### config.mk
export PLATFORM = sky130hd
export DESIGN_NAME = dead_time_inserter
export DESIGN_NICKNAME = d
export VERILOG_FILES = /design/src/rtl/dti_pkg.sv /design/src/rtl/dti_channel.sv /design/src/rtl/dti_fault.sv /design/src/rtl/dead_time_inserter.sv
export SDC_FILE = /design/constraint.sdc
export NUM_CORES = 1
export LEC_CHECK = 0
export BUFFER_PORTS_ARGS = -buffer_cell sky130_fd_sc_hd__buf_2
export CAP_MARGIN = 20
export CORE_MARGIN = 5
export CORE_UTILIZATION = 23
export DETAILED_ROUTE_END_ITERATION = 6
export PLACE_DENSITY_LB_ADDON = 0.1
export SLEW_MARGIN = 20
export SYNTH_ARGS = -nofsm -noshare
export SYNTH_HDL_FRONTEND = slang
export SYNTH_SLANG_ARGS = --single-unit
### constraint.sdc
create_clock -name clk -period 2.02 [get_ports clk]
set_clock_uncertainty 0.05 [all_clocks]
set_input_delay 0.101 -clock clk [delete_from_list [all_inputs] [get_ports clk]]
set_output_delay 0.101 -clock clk [all_outputs]
set_load 0.05 [all_outputs]
### src/rtl/dti_pkg.sv
// Shared helpers for the dead-time inserter.
// Assumes: the full-bridge selector is 0 (one leg) or non-zero (two legs).
package dti_pkg;

    // Number of legs built for the chosen topology.
    function automatic int unsigned leg_count(input int unsigned full_bridge);
        return (full_bridge != 0) ? 2 : 1;
    endfunction

    // Number of interlock partners each switch has: its own leg's
    // opposite side, plus the same position in the other leg if present.
    function automatic int unsigned partner_count(input int unsigned full_bridge);
        return (full_bridge != 0) ? 2 : 1;
    endfunction

endpackage

### src/rtl/dti_channel.sv
// One gate-drive side: a registered output with a turn-on counter.
// Turn-off is immediate. Turn-on waits until the command has been
// qualified (enabled, and no partner requested or driving) for
// max(dead,1) consecutive edges.
// Assumes: dead is stable while a count is running.
module dti_channel #(
    parameter int unsigned CNT_W = 6,
    parameter int unsigned NB    = 1
) (
    input  logic             clk,
    input  logic             rst_n,
    input  logic             en,
    input  logic             req,
    input  logic [NB-1:0]    blk_req,
    input  logic [NB-1:0]    blk_drv,
    input  logic [CNT_W-1:0] dead,
    output logic             drv
);

    localparam logic [CNT_W-1:0] CNT_MAX = {CNT_W{1'b1}};

    logic [CNT_W-1:0] cnt;
    logic             blocked;
    logic             qualify;
    logic             ready;
    logic             drv_d;

    // A partner that is commanded on or driving blocks this side.
    assign blocked = (|blk_req) || (|blk_drv);
    // This edge counts toward the turn-on interval.
    assign qualify = en && req && !blocked;
    // This edge completes the interval (a count of 0 acts as 1).
    assign ready   = ({1'b0, cnt} + 1'b1) >= {1'b0, dead};
    // Hold while commanded, or turn on once the interval is complete.
    assign drv_d   = en && req && (drv || (!blocked && ready));

    // Output register and saturating run counter.
    always_ff @(posedge clk) begin
        if (!rst_n) begin
            cnt <= '0;
            drv <= 1'b0;
        end else begin
            drv <= drv_d;
            if (!qualify) begin
                cnt <= '0;
            end else if (cnt != CNT_MAX) begin
                cnt <= cnt + 1'b1;
            end
        end
    end

endmodule

### src/rtl/dti_fault.sv
// Sticky conflict detector. Raises the flag one edge after any
// interlocked pair of commands is sampled high together.
// Assumes: cmd bit i belongs to leg i.
module dti_fault #(
    parameter int unsigned LEGS = 2
) (
    input  logic            clk,
    input  logic            rst_n,
    input  logic [LEGS-1:0] cmd_hi,
    input  logic [LEGS-1:0] cmd_lo,
    output logic            fault
);

    logic same_leg;
    logic cross_leg;

    // Both switches of any one leg commanded on.
    assign same_leg = |(cmd_hi & cmd_lo);

    if (LEGS > 1) begin : g_cross
        // Both high switches, or both low switches, commanded on.
        assign cross_leg = (&cmd_hi) || (&cmd_lo);
    end else begin : g_single
        assign cross_leg = 1'b0;
    end

    // Latch the flag until reset.
    always_ff @(posedge clk) begin
        if (!rst_n) begin
            fault <= 1'b0;
        end else if (same_leg || cross_leg) begin
            fault <= 1'b1;
        end
    end

endmodule

### src/rtl/dead_time_inserter.sv
// Top of the dead-time inserter. Builds one or two legs of high and low
// drive channels and wires each channel's interlock partners. In the
// two-leg build each switch also waits on the same position of the
// other leg.
// Assumes: dt_hi and dt_lo change only when no turn-on count is running.
module dead_time_inserter
    import dti_pkg::*;
#(
    parameter  int unsigned FULL_BRIDGE = 1,
    parameter  int unsigned CNT_W       = 6,
    localparam int unsigned LEGS        = leg_count(FULL_BRIDGE)
) (
    input  logic             clk,
    input  logic             rst_n,
    input  logic             en,
    input  logic [LEGS-1:0]  cmd_hi,
    input  logic [LEGS-1:0]  cmd_lo,
    input  logic [CNT_W-1:0] dt_hi,
    input  logic [CNT_W-1:0] dt_lo,
    output logic [LEGS-1:0]  drv_hi,
    output logic [LEGS-1:0]  drv_lo,
    output logic             fault
);

    localparam int unsigned NB = partner_count(FULL_BRIDGE);

    logic [LEGS-1:0] hi_q;
    logic [LEGS-1:0] lo_q;

    for (genvar i = 0; i < LEGS; i++) begin : g_leg
        logic [NB-1:0] hi_blk_req;
        logic [NB-1:0] hi_blk_drv;
        logic [NB-1:0] lo_blk_req;
        logic [NB-1:0] lo_blk_drv;

        if (LEGS == 2) begin : g_bridge
            localparam int unsigned J = (i == 0) ? 1 : 0;
            // Partners: own leg's opposite side and other leg's same side.
            assign hi_blk_req = {cmd_hi[J], cmd_lo[i]};
            assign hi_blk_drv = {hi_q[J],   lo_q[i]};
            assign lo_blk_req = {cmd_lo[J], cmd_hi[i]};
            assign lo_blk_drv = {lo_q[J],   hi_q[i]};
        end else begin : g_half
            // Partner: own leg's opposite side only.
            assign hi_blk_req = cmd_lo[i];
            assign hi_blk_drv = lo_q[i];
            assign lo_blk_req = cmd_hi[i];
            assign lo_blk_drv = hi_q[i];
        end

        dti_channel #(.CNT_W(CNT_W), .NB(NB)) u_hi (
            .clk     (clk),
            .rst_n   (rst_n),
            .en      (en),
            .req     (cmd_hi[i]),
            .blk_req (hi_blk_req),
            .blk_drv (hi_blk_drv),
            .dead    (dt_hi),
            .drv     (hi_q[i])
        );

        dti_channel #(.CNT_W(CNT_W), .NB(NB)) u_lo (
            .clk     (clk),
            .rst_n   (rst_n),
            .en      (en),
            .req     (cmd_lo[i]),
            .blk_req (lo_blk_req),
            .blk_drv (lo_blk_drv),
            .dead    (dt_lo),
            .drv     (lo_q[i])
        );
    end

    dti_fault #(.LEGS(LEGS)) u_fault (
        .clk    (clk),
        .rst_n  (rst_n),
        .cmd_hi (cmd_hi),
        .cmd_lo (cmd_lo),
        .fault  (fault)
    );

    assign drv_hi = hi_q;
    assign drv_lo = lo_q;

endmodule

==> results of run 1 <==
## cells in the mapped netlist, drive strengths merged
cell	n	area [um2]
ha	31	388
dfxtp	29	581
nor2	25	93.8
nand3	19	120
inv	18	67.6
xnor2	18	158
a21oi	16	80.1
nand2	10	37.5
buf	7	60.1
a21o	5	37.5
o21ai	5	32.5
and3	4	25.0
nor2b	4	25.0
a31oi	3	18.8
mux2i	3	30.0
nand2b	3	18.8
or2	3	18.8
nand4	2	18.8
o211a	2	20.0
xor2	2	17.5
a2111oi	1	8.76
a211oi	1	7.51
and2	1	6.26
nor3	1	5.00
nor3b	1	7.51
nor4	1	21.3
o2111ai	1	8.76
o21a	1	7.51
o21ba	1	10.0
## tightest hold or removal path, stage by stage
cell and delay (ns):
buf_2 0.11, nand3_1 0.09, o21ai_2 0.06
## worst paths after layout
path / start / to / cells after the start
hold / removal: cmd_hi[0] / g_leg[0].u_hi.drv / 3
setup / recovery: g_leg[1].u_lo.cnt[0] / g_leg[1].u_lo.drv / 7
hold reg to reg: u_fault.fault / u_fault.fault / 1
setup reg to reg: g_leg[1].u_lo.cnt[0] / g_leg[1].u_lo.drv / 7
## power groups by stage
stage               Sequential [mW]  Clock, mW  Combinational [mW]
floorplan                     0.596          0              0.0463
global placement              0.590          0              0.0907
detailed placement            0.590          0              0.0909
CTS                           0.577      0.482              0.0937
global route                  0.577      0.503               0.106
finish                        0.577      0.458              0.0913
## per-layer routing
| metal | vias to the layer above | GRT usage [%] | wire length (um) |
|---|---|---|---|
| li1 | 813 | - | - |
| met1 | 670 | 11.4 | 1970 |
| met2 | 21 | 14.0 | 1880 |
| met3 | 10 | 2.89 | 201 |
| met4 | 2 | 2.76 | 62 |
| met5 | - | 0 | 13 |
## kinds of logic after synthesis
family	share of synthesized area, %
muxes	1.56
buffers and inverters	6.61
and+or+nand+nor	20.6
adders and majority gates	20.1
AOI/OAI and AO/OA	12.0
DFF	30.1
xor gates and xnor gates	9.07
## state kept, by name, indices dropped and copies added (netlist names)
name and count:
g_leg.u_lo.drv 2, u_fault.fault 1, g_leg.u_hi.drv 2, g_leg.u_hi.cnt 12
g_leg.u_lo.cnt 12
## repair_timing
action	in CTS	in global routing
hold buffers	1	0
setup endpoints to repair	0	3
endpoints found under the hold margin	1	0
gates resized for setup	0	12
## final cells by class
class	count	area (um2)
clock buffer	8	80.1
fill	896	5890
inverter	18	67.6
tap	105	131
multi-input combinational	164	1270
sequential	29	586
timing repair buffer	33	193
## cell usage in the layout, fill, tap and decap left out, types with 2 or more instances in the layout
master    netlist  layout
or2_1           3       3
nand2_1        10      10
dfxtp_1        29      25
xor2_1          2       2
mux2i_1         3       3
clkbuf_8        0       5
buf_4           5       9
nor2_1         25      25
o211a_1         2       2
a21o_1          5       5
inv_1          18      18
clkbuf_1        0       3
nand3_1        14      14
nand2b_1        3       3
a21oi_1        16      16
xnor2_1        18      12
a31oi_1         3       3
buf_2           0      23
nor2b_1         4       4
o21ai_2         2       2
ha_1           31      30
o21ai_1         2       2
and3_1          4       4
xnor2_2         0       6
dfxtp_2         0       4
nand3_2         5       5
## stage by stage
| step | setup slack [ns] | cells | hold slack [ns] | util [%] |
|---|---|---|---|---|
| floorplan | 0.150 | 218 | 0.169 | - |
| global route | 0.0147 | 357 | 0.0834 | 28.3 |
| detailed placement | 0.0547 | 348 | 0.280 | 26.6 |
| finish | 0.119 | 357 | 0.0608 | 28.3 |
| CTS | 0.0286 | 357 | 0.0574 | 27.7 |
| global placement | 0.0545 | 348 | 0.272 | 26.6 |
==> reports/metrics.cfg, run 1 <==
[clock_tree]
cts_tree=built
cts_made_buffers=5
cts_setup_buffers=0
clk_latency_ns=0.28
cts.path.max_buffers=2
clkTransAtPathRegs_ns=0.06
htreeDepth=2
root_buffer=clkbuf_8
numClockSinks=29

[route]
post-route-drc-count=0
drtIter0Drc=40
wl_per_cell_um=11.6
viasPerCell=4.25
vias=1516
routed_wl_mm=4.13
drt-pass1-iter-count=4
ant_nets=0

[setup_path]
crit_type=reg2reg
endpoint_kind=flip-flop
cp_cell_sequence=ha_1 -> nand3_1 -> xnor2_2 -> ha_1 -> and3_1 -> a2111oi_1 -> o21ai_1
crit_path_max_incr_delay_ns=0.39
crit_path_start_kind=flip-flop
path_delay_family=compound AO/OA/AOI/OAI gates
r2r_slack_ns=0.12
critical_path_buf_inv_count=0
crit_arrival_ns=2.01
cp_slowest_cell=a2111oi_1
cp_data_required_time_ns=2.13
crit_top_cell=ha_1
worstPathMaxFanout=5

[sta]
worst_pin_slew_ns=0.383
final.period_utilization_pct=94.1
drv_slew=0
fmax_ghz=0.526
setup_viol=0
fin_tns_setup_ns=0
period_needed_ns=1.90
rsz0062_at_grt=false
hold_viol=0
slew_headroom_pct=74.4

[worst_hold_path]
hold_path.class=in2reg

[finish]
nets=301
final_cell_area_um2=2330
diodes=0
drive_above_1_share_pct=22.6
syn_to_final_growth_pct=20.6

[die]
die-area_um2=10300
io_pins=24
fp.dieW_um=102
coreArea_um2=8220
row_count=33
die_h_um=102
initial_utilization_pct=23.5

[power]
powerDensity_nw_per_um2=484
swShare_pct=23.7
combPwrFrac_pct=8.1
p_clk_share_pct=40.7
power_switching_uw=267
internal-power_uw=859
ir_drop_mv=0.151
seqPwrFrac_pct=51.2
totalPowerFinal_mw=1.13
leakagePower_nw=1.15

[yosys]
ys_types=34
yosysWarnings=0
syn_inst=218
syn_area_um2=1930
syn_nets=268
yosysSeqAreaShare_pct=30.1
synth_area_per_cell_um2=8.86
synth_seq_cells=29

[placement]
routabilityCongestion=0.711
port_buffers=23
dpl.hpwl_mm=3.33
placed_cell_area_um2=2180

[global_routing]
grt_max_degree=9
overflow=0
grt_pass1_wl_mm=7.20
grt_use_total_pct=8.83
antenna_found_initial=1
grt_pass1_vias=1550

[job]
maxCapViolCount=0

[status]
status=finished clean

Power figures use the tool's default switching activity.
==> run 2: changes to the inputs <==
--- a/config.mk
+++ b/config.mk
@@ -5,6 +5,7 @@
 export SDC_FILE = /design/constraint.sdc
 export NUM_CORES = 1
 export LEC_CHECK = 0
+export ABC_AREA = 1
 export BUFFER_PORTS_ARGS = -buffer_cell sky130_fd_sc_hd__buf_2
 export CAP_MARGIN = 20
 export CORE_MARGIN = 5
==> run 2 against run 1 <==
Synthesized area increased by 11%. Sequential cell count is the same. Register-to-register slack better by 0.06 ns. Cell area is 6.7% higher. Largest power group unchanged. Critical path type unchanged. Hold slack got worse by 0.029 ns. Global-route usage shrank 0.27 points. Clock power up 18%. Die area is 9.5% higher. Synthesized cell count increased by 36%. Critical path depth grew 8.
==> reports/metrics.cfg, run 2 <==
[power]
internal-power_uw=923  ; +7.4%
swShare_pct=24.3  ; +0.63 points
totalPowerFinal_mw=1.22  ; +8.2%
power_switching_uw=297  ; +11%
seqPwrFrac_pct=47.3  ; -3.9 points
leakagePower_nw=1.35  ; +18%
powerDensity_nw_per_um2=491  ; +1.5%
p_clk_share_pct=44.4  ; +3.7 points
ir_drop_mv=0.175  ; +16%
combPwrFrac_pct=8.3  ; +0.2 points

[die]
io_pins=24  ; unchanged
fp.dieW_um=106  ; +4.6%
initial_utilization_pct=23.3  ; -0.17 points
die_h_um=106  ; +4.6%
die-area_um2=11300  ; +9.5%
coreArea_um2=9150  ; +11%
row_count=35  ; +6.1%

[yosys]
synth_common_cells=nand2_1 (65), inv_1 (56), ha_1 (31)
yosys.area.top_type=dfxtp_1
synth-edff-count=0  ; unchanged
synth_seq_cells=29  ; unchanged
synth_top_area_share_pct=27.2  ; -2.9 points
synth_area_per_cell_um2=7.19  ; -19%
yosysSeqAreaShare_pct=27.2  ; -2.9 points
syn_area_um2=2130  ; +11%
yosysWarnings=0  ; unchanged
syn_inst=297  ; +36%
async_reset_ff_share_pct=0  ; unchanged
syn_nets=347  ; +29%
synth.most_common_cell=nand2_1
ys_top_cells_by_area=dfxtp_1 (27%), ha_1 (18%), nand2_1 (11%), inv_1 (9.8%), nor2_1 (4.7%)
ys_types=28  ; -18%
synthFlopType=dfxtp_1

[clock_tree]
clkTransAtPathRegs_ns=0.07  ; about the same
htreeDepth=2  ; unchanged
cts_setup_buffers=0  ; unchanged
cts_tree=built
cts_made_buffers=5  ; unchanged
root_buffer=clkbuf_8
clk_latency_ns=0.28  ; about the same
numClockSinks=29  ; unchanged
cts.path.max_buffers=2  ; unchanged

[sta]
fmax_ghz=0.542  ; +3.1%
hold_viol=0  ; unchanged
slew_headroom_pct=77.4  ; +2.9 points
drv_slew=0  ; unchanged
setup_viol=0  ; unchanged
worst_pin_slew_ns=0.339  ; -0.0441 ns
final.period_utilization_pct=91.3  ; -2.8 points
period_needed_ns=1.84  ; -0.0567 ns
rsz0062_at_grt=true

[finish]
final-seq-area_um2=587  ; +0.21%
fillCellCount=1001  ; +12%
syn_to_final_growth_pct=16.4
diodes=0  ; unchanged
final_cells=437  ; +22%
postLayoutCoreUtil_pct=27.1  ; -1.2 points
multi_input_area_um2=1300  ; +2.2%
nets=375  ; +25%
final_cell_mix=nand2_1 (65), inv_1 (56), ha_1 (31), nor2_1 (27), dfxtp_1 (26)
final_common_cell=nand2_1
drive_above_1_share_pct=19.0  ; -3.6 points
reg.largest.list=g_leg.u_hi.cnt (12), g_leg.u_lo.cnt (12)

[setup_path]
crit_arrival_ns=1.98  ; -0.03 ns
rr_startpoint=g_leg[1].u_hi.cnt[1]
worstPathMaxFanout=5  ; unchanged
endpoint_kind=flip-flop
crit_path_start_kind=flip-flop
cp_data_required_time_ns=2.15  ; +0.02 ns
critPathLaunch=g_leg[1].u_hi.cnt[1]
crit_type=reg2reg

[global_routing]
overflow=0  ; unchanged
grt_use_total_pct=8.56  ; -0.27 points
antenna_found_initial=0  ; -1
grt_pass1_vias=1726  ; +11%
grt_pass1_wl_mm=7.80  ; +8.4%
grt_max_degree=10  ; +1

[route]
routed_wl_mm=4.55  ; +10%
wl_per_cell_um=10.4  ; -10%
route.met2.wl_mm=2.12  ; +13%
vias=1759  ; +16%
highest_layer=met4
drt-pass1-iter-count=4  ; unchanged
viasPerCell=4.03  ; -5.2%
post-route-drc-count=0  ; unchanged
drtIter0Drc=23  ; -43%
ant_nets=0  ; unchanged
wl_met1_mm=2.18  ; +11%
met3_length_um=189  ; -6.0%

[worst_hold_path]
hold_start=cmd_hi[0]
hold_path.class=in2reg

[status]
status=finished clean

[placement]
port_buffers=23  ; unchanged
dpl.hpwl_mm=3.86  ; +16%
routabilityCongestion=0.741  ; +4.2%
dp_cells=428  ; +23%

[job]
maxCapViolCount=0  ; unchanged

-- run 2: power by group through the flow --
stage          clock network, mW  registers [mW]  logic [mW]
2_1_floorplan                  0           0.596      0.0579
3_3_place_gp                   0           0.591       0.102
3_5_place_dp                   0           0.591       0.102
4_1_cts                    0.577           0.578       0.104
5_1_grt                    0.606           0.576       0.116
6_report                   0.542           0.577       0.101
-- run 2: cell type report --
type,instances,share of cell area [%]
Clock buffer,7,3.88
Sequential cell,29,23.6
Inverter,60,9.07
Multi-Input combinational cell,204,52.3
Timing Repair Buffer,25,5.34
Tap cell,111,5.59
Clock inverter,1,0.202
-- run 2: critical path, cell delays in order, from the launching register on --
cell and delay [ns]:
dfxtp_4 0.37, ha_1 0.16, nand3_2 0.12, nand2_1 0.08, inv_1 0.03, or2_4 0.22, inv_1 0.06, ha_1 0.23
nand2_1 0.07, nand2_1 0.05, nand2_1 0.05, nand2_1 0.04, nor2_1 0.07, nand2_1 0.06, nand2_1 0.05, nand2_1 0.04
-- run 2: per-layer routing --
metal  track usage, %  vias up
met3             2.61        5
met1             10.2      748
met5                0        -
met2             14.5       19
li1                 -      987
met4             3.05        0
-- run 2: logic make-up after synthesis --
kind of cell | count (synthesis) | share of synthesized area, %
xor gates and xnor gates | 9 | 3.69
buffers and inverters | 64 | 12.0
adders and majority gates | 31 | 18.2
DFF | 29 | 27.2
AOI/OAI and AO/OA | 35 | 10.1
and+or+nand+nor | 129 | 28.9
-- run 2: per-stage QoR --
stage	hold slack (ns)	setup WS, ns	TNS (ns)	instance area, um2
after floorplan	0.169	0.198	0	2130
after global placement	0.284	0.0774	0	2370
after detailed placement	0.291	0.0726	0	2370
after CTS	0.0240	0.0667	0	2480
after global routing	0.0600	-0.0518	-0.0518	2480
final	0.0322	0.176	0	2480
-- run 2: what timing repair did --
| action | CTS | global route |
|---|---|---|
| endpoints found under the setup margin | 0 | 3 |
| hold endpoints to repair | 1 | 0 |
| gates resized for setup | 0 | 4 |
| hold buffers | 1 | 0 |
-- run 2: path summary, 6_finish.rpt --
check	endpoint	slack, ns	cells past startpoint
max reg2reg	g_leg[1].u_hi.drv	0.18	15
min reg2reg	u_fault.fault	0.42	1
max	g_leg[1].u_hi.drv	0.18	15
min	g_leg[0].u_hi.drv	0.03	3
==> run 3: changes to the inputs <==
--- a/config.mk
+++ b/config.mk
@@ -11,8 +11,9 @@
 export CORE_MARGIN = 5
 export CORE_UTILIZATION = 23
 export DETAILED_ROUTE_END_ITERATION = 6
-export PLACE_DENSITY_LB_ADDON = 0.1
+export PLACE_DENSITY_LB_ADDON = 0.25
 export SLEW_MARGIN = 20
 export SYNTH_ARGS = -nofsm -noshare
 export SYNTH_HDL_FRONTEND = slang
+export SYNTH_HIERARCHICAL = 1
 export SYNTH_SLANG_ARGS = --single-unit
==> run 3 against run 2 <==
Clock-buffer cell count stayed put. Critical path depth down 4. Non-clock buffer count increased by 2. Final cell count rose by 1.6%. Synthesized cell count up 0.67%. Via count increased by 3.5%. Worst setup slack better by 0.033 ns. Clock power shrank 13%. Combinational power grew 5%. Fmax grew 1.8%. First-iteration DRC count grew 65%. Register-to-register slack better by 0.03 ns. Critical endpoint is now g_leg[0].u_lo/drv. Largest power group unchanged.
==> reports/metrics.cfg, run 3 <==
[die]
die-area_um2=11200  ; -0.64%
fp.dieW_um=106  ; -0.32%
initial_utilization_pct=23.3  ; -0.053 points
coreArea_um2=9110  ; -0.48%
io_pins=24  ; unchanged
row_count=35  ; unchanged
die_h_um=106  ; -0.32%

[global_routing]
antenna_found_initial=0  ; unchanged
grt_use_total_pct=8.16  ; -0.40 points
grt_pass1_wl_mm=7.60  ; -2.6%
overflow=0  ; unchanged
grt_max_degree=10  ; unchanged
grt_pass1_vias=1742  ; +0.93%

[clock_tree]
cts.path.max_buffers=2  ; unchanged
numClockSinks=29  ; unchanged
clk_latency_ns=0.27  ; about the same
clkTransAtPathRegs_ns=0.06  ; about the same
cts_tree=built
postCtsHoldBufs=0  ; -1
post_cts_resize_count=0  ; unchanged
root_buffer=clkbuf_8
cts_setup_buffers=0  ; unchanged
htreeDepth=2  ; unchanged
cts_made_buffers=5  ; unchanged

[sta]
rsz0062_at_grt=false
slew_headroom_pct=81.9  ; +4.6 points
fmax_ghz=0.552  ; +1.8%
fin_tns_setup_ns=0  ; unchanged
final.period_utilization_pct=89.7  ; -1.6 points
setup_viol=0  ; unchanged
hold_viol=0  ; unchanged
drv_slew=0  ; unchanged
worst_pin_slew_ns=0.273  ; -0.0658 ns
period_needed_ns=1.81  ; -0.0326 ns

[yosys]
yosysSeqAreaShare_pct=27.4  ; +0.19 points
synth_top_area_share_pct=27.4  ; +0.19 points
synth_seq_cells=29  ; unchanged
synth_common_cells=nand2_1 (67), inv_1 (66), ha_1 (32)
syn_area_um2=2120  ; -0.70%
ys_top_cells_by_area=dfxtp_1 (27%), ha_1 (19%), nand2_1 (12%), inv_1 (12%), nor2_1 (5.0%)
synth-edff-count=0  ; unchanged
async_reset_ff_share_pct=0  ; unchanged
synthFlopType=dfxtp_1
yosys.area.top_type=dfxtp_1
synth_area_per_cell_um2=7.09  ; -1.4%
yosysWarnings=6  ; +6
syn_inst=299  ; +0.67%
syn_nets=350  ; +0.86%
synth.most_common_cell=nand2_1
ys_types=20  ; -29%

[placement]
placed_cell_area_um2=2400  ; +1.6%
dpl.hpwl_mm=3.82  ; -1.2%
port_buffers=23  ; unchanged
routabilityCongestion=0.736  ; -0.67%

[finish]
final_cell_mix=nand2_1 (67), inv_1 (66), ha_1 (32), dfxtp_1 (29), nor2_1 (28)
syn_to_final_growth_pct=18.2
final_common_cell=nand2_1
diodes=0  ; unchanged
final_cell_area_um2=2500  ; +0.86%
drive_above_1_share_pct=16.8  ; -2.2 points
fillCellCount=1020  ; +1.9%
nets=384  ; +2.4%
reg.largest.list=g_leg.u_hi/cnt (12), g_leg.u_lo/cnt (12)

[setup_path]
worstPathMaxFanout=5  ; unchanged
endpoint_kind=flip-flop
crit_type=reg2reg
cp_data_required_time_ns=2.14  ; about the same
crit_arrival_ns=1.93  ; -0.05 ns
crit_path_start_kind=flip-flop

[route]
wl_per_cell_um=9.95  ; -4.4%
vias=1820  ; +3.5%
routed_wl_mm=4.42  ; -2.8%
post-route-drc-count=0  ; unchanged
viasPerCell=4.10  ; +1.8%
drtIter0Drc=38  ; +65%
drt-pass1-iter-count=5  ; +1
ant_nets=0  ; unchanged

[power]
ir_drop_mv=0.212  ; +21%
powerDensity_nw_per_um2=461  ; -6.1%
leakagePower_nw=1.49  ; +10%

[job]
maxCapViolCount=0  ; unchanged

[worst_hold_path]
hold_path.class=in2reg

[status]
status=finished clean

==> run 3: worst max-delay path, cell delays in order (launching register included) <==
cell and delay (ns):
dfxtp_1 0.41, ha_1 0.19, nand3_2 0.13, xor2_2 0.18, inv_1 0.06, ha_1 0.28
nand3_1 0.09, nand3b_1 0.07, nor2_1 0.10, nand2_1 0.06, nand2_1 0.05, nand2_1 0.04
==> run 3: cell type report <==
type	instances	area, um2	area share, %
multi-input cells	200	1290	51.5
flip-flops and latches	29	581	23.2
inverters	70	263	10.5
repair buffers	27	145	5.79
well taps	111	139	5.54
clock buffers	7	86.3	3.45
==> run 3: worst paths after layout <==
kind	startpoint	end	slack [ns]	depth (start not counted)
worst max register to register	g_leg[0].u_lo/cnt[1]	g_leg[0].u_lo/drv	0.21	11
worst max-delay path	g_leg[0].u_lo/cnt[1]	g_leg[0].u_lo/drv	0.21	11
worst min register to register	u_fault/fault	u_fault/fault	0.41	2
worst min-delay path	cmd_hi[1]	g_leg[1].u_hi/drv	0.07	3
==> run 3: cells by family (layout without fill, tap and decap cells) <==
| kind of cell | Yosys count | count (layout) | share of synthesized area [%] |
|---|---|---|---|
| AOI/OAI and AO/OA | 37 | 37 | 10.3 |
| xor gates and xnor gates | 8 | 8 | 3.31 |
| adders and majority gates | 32 | 32 | 18.9 |
| buffers and inverters | 70 | 104 | 12.4 |
| DFF | 29 | 29 | 27.4 |
| and+or+nand+nor | 123 | 123 | 27.7 |
==> run 3: through the flow <==
step	total power, mW	hold WS [ns]	utilization (%)	cells	setup WS (ns)
finish	1.15	0.0658	27.5	444	0.208
global route	1.22	0.0768	27.5	444	0.0134
CTS	1.17	0.0626	27.3	444	0.140
detailed placement	0.697	0.354	26.4	437	0.159
global placement	0.695	0.347	26.4	437	0.193
floorplan	0.649	0.173	-	299	0.282
==> run 3: metal layers <==
metal	track usage, %	vias up	part of all wire (%)
met4	2.50	0	1.3
met5	0	-	0
met3	2.73	7	5.6
met1	9.97	778	47
li1	-	1004	-
met2	13.6	31	46
==> run 3: where the power goes <==
part           internal [mW]  switching (mW)  total, mW
Sequential             0.575         0.00186      0.577
Combinational         0.0415          0.0641      0.106
Clock                  0.270           0.202      0.472
Total                  0.886           0.268       1.15
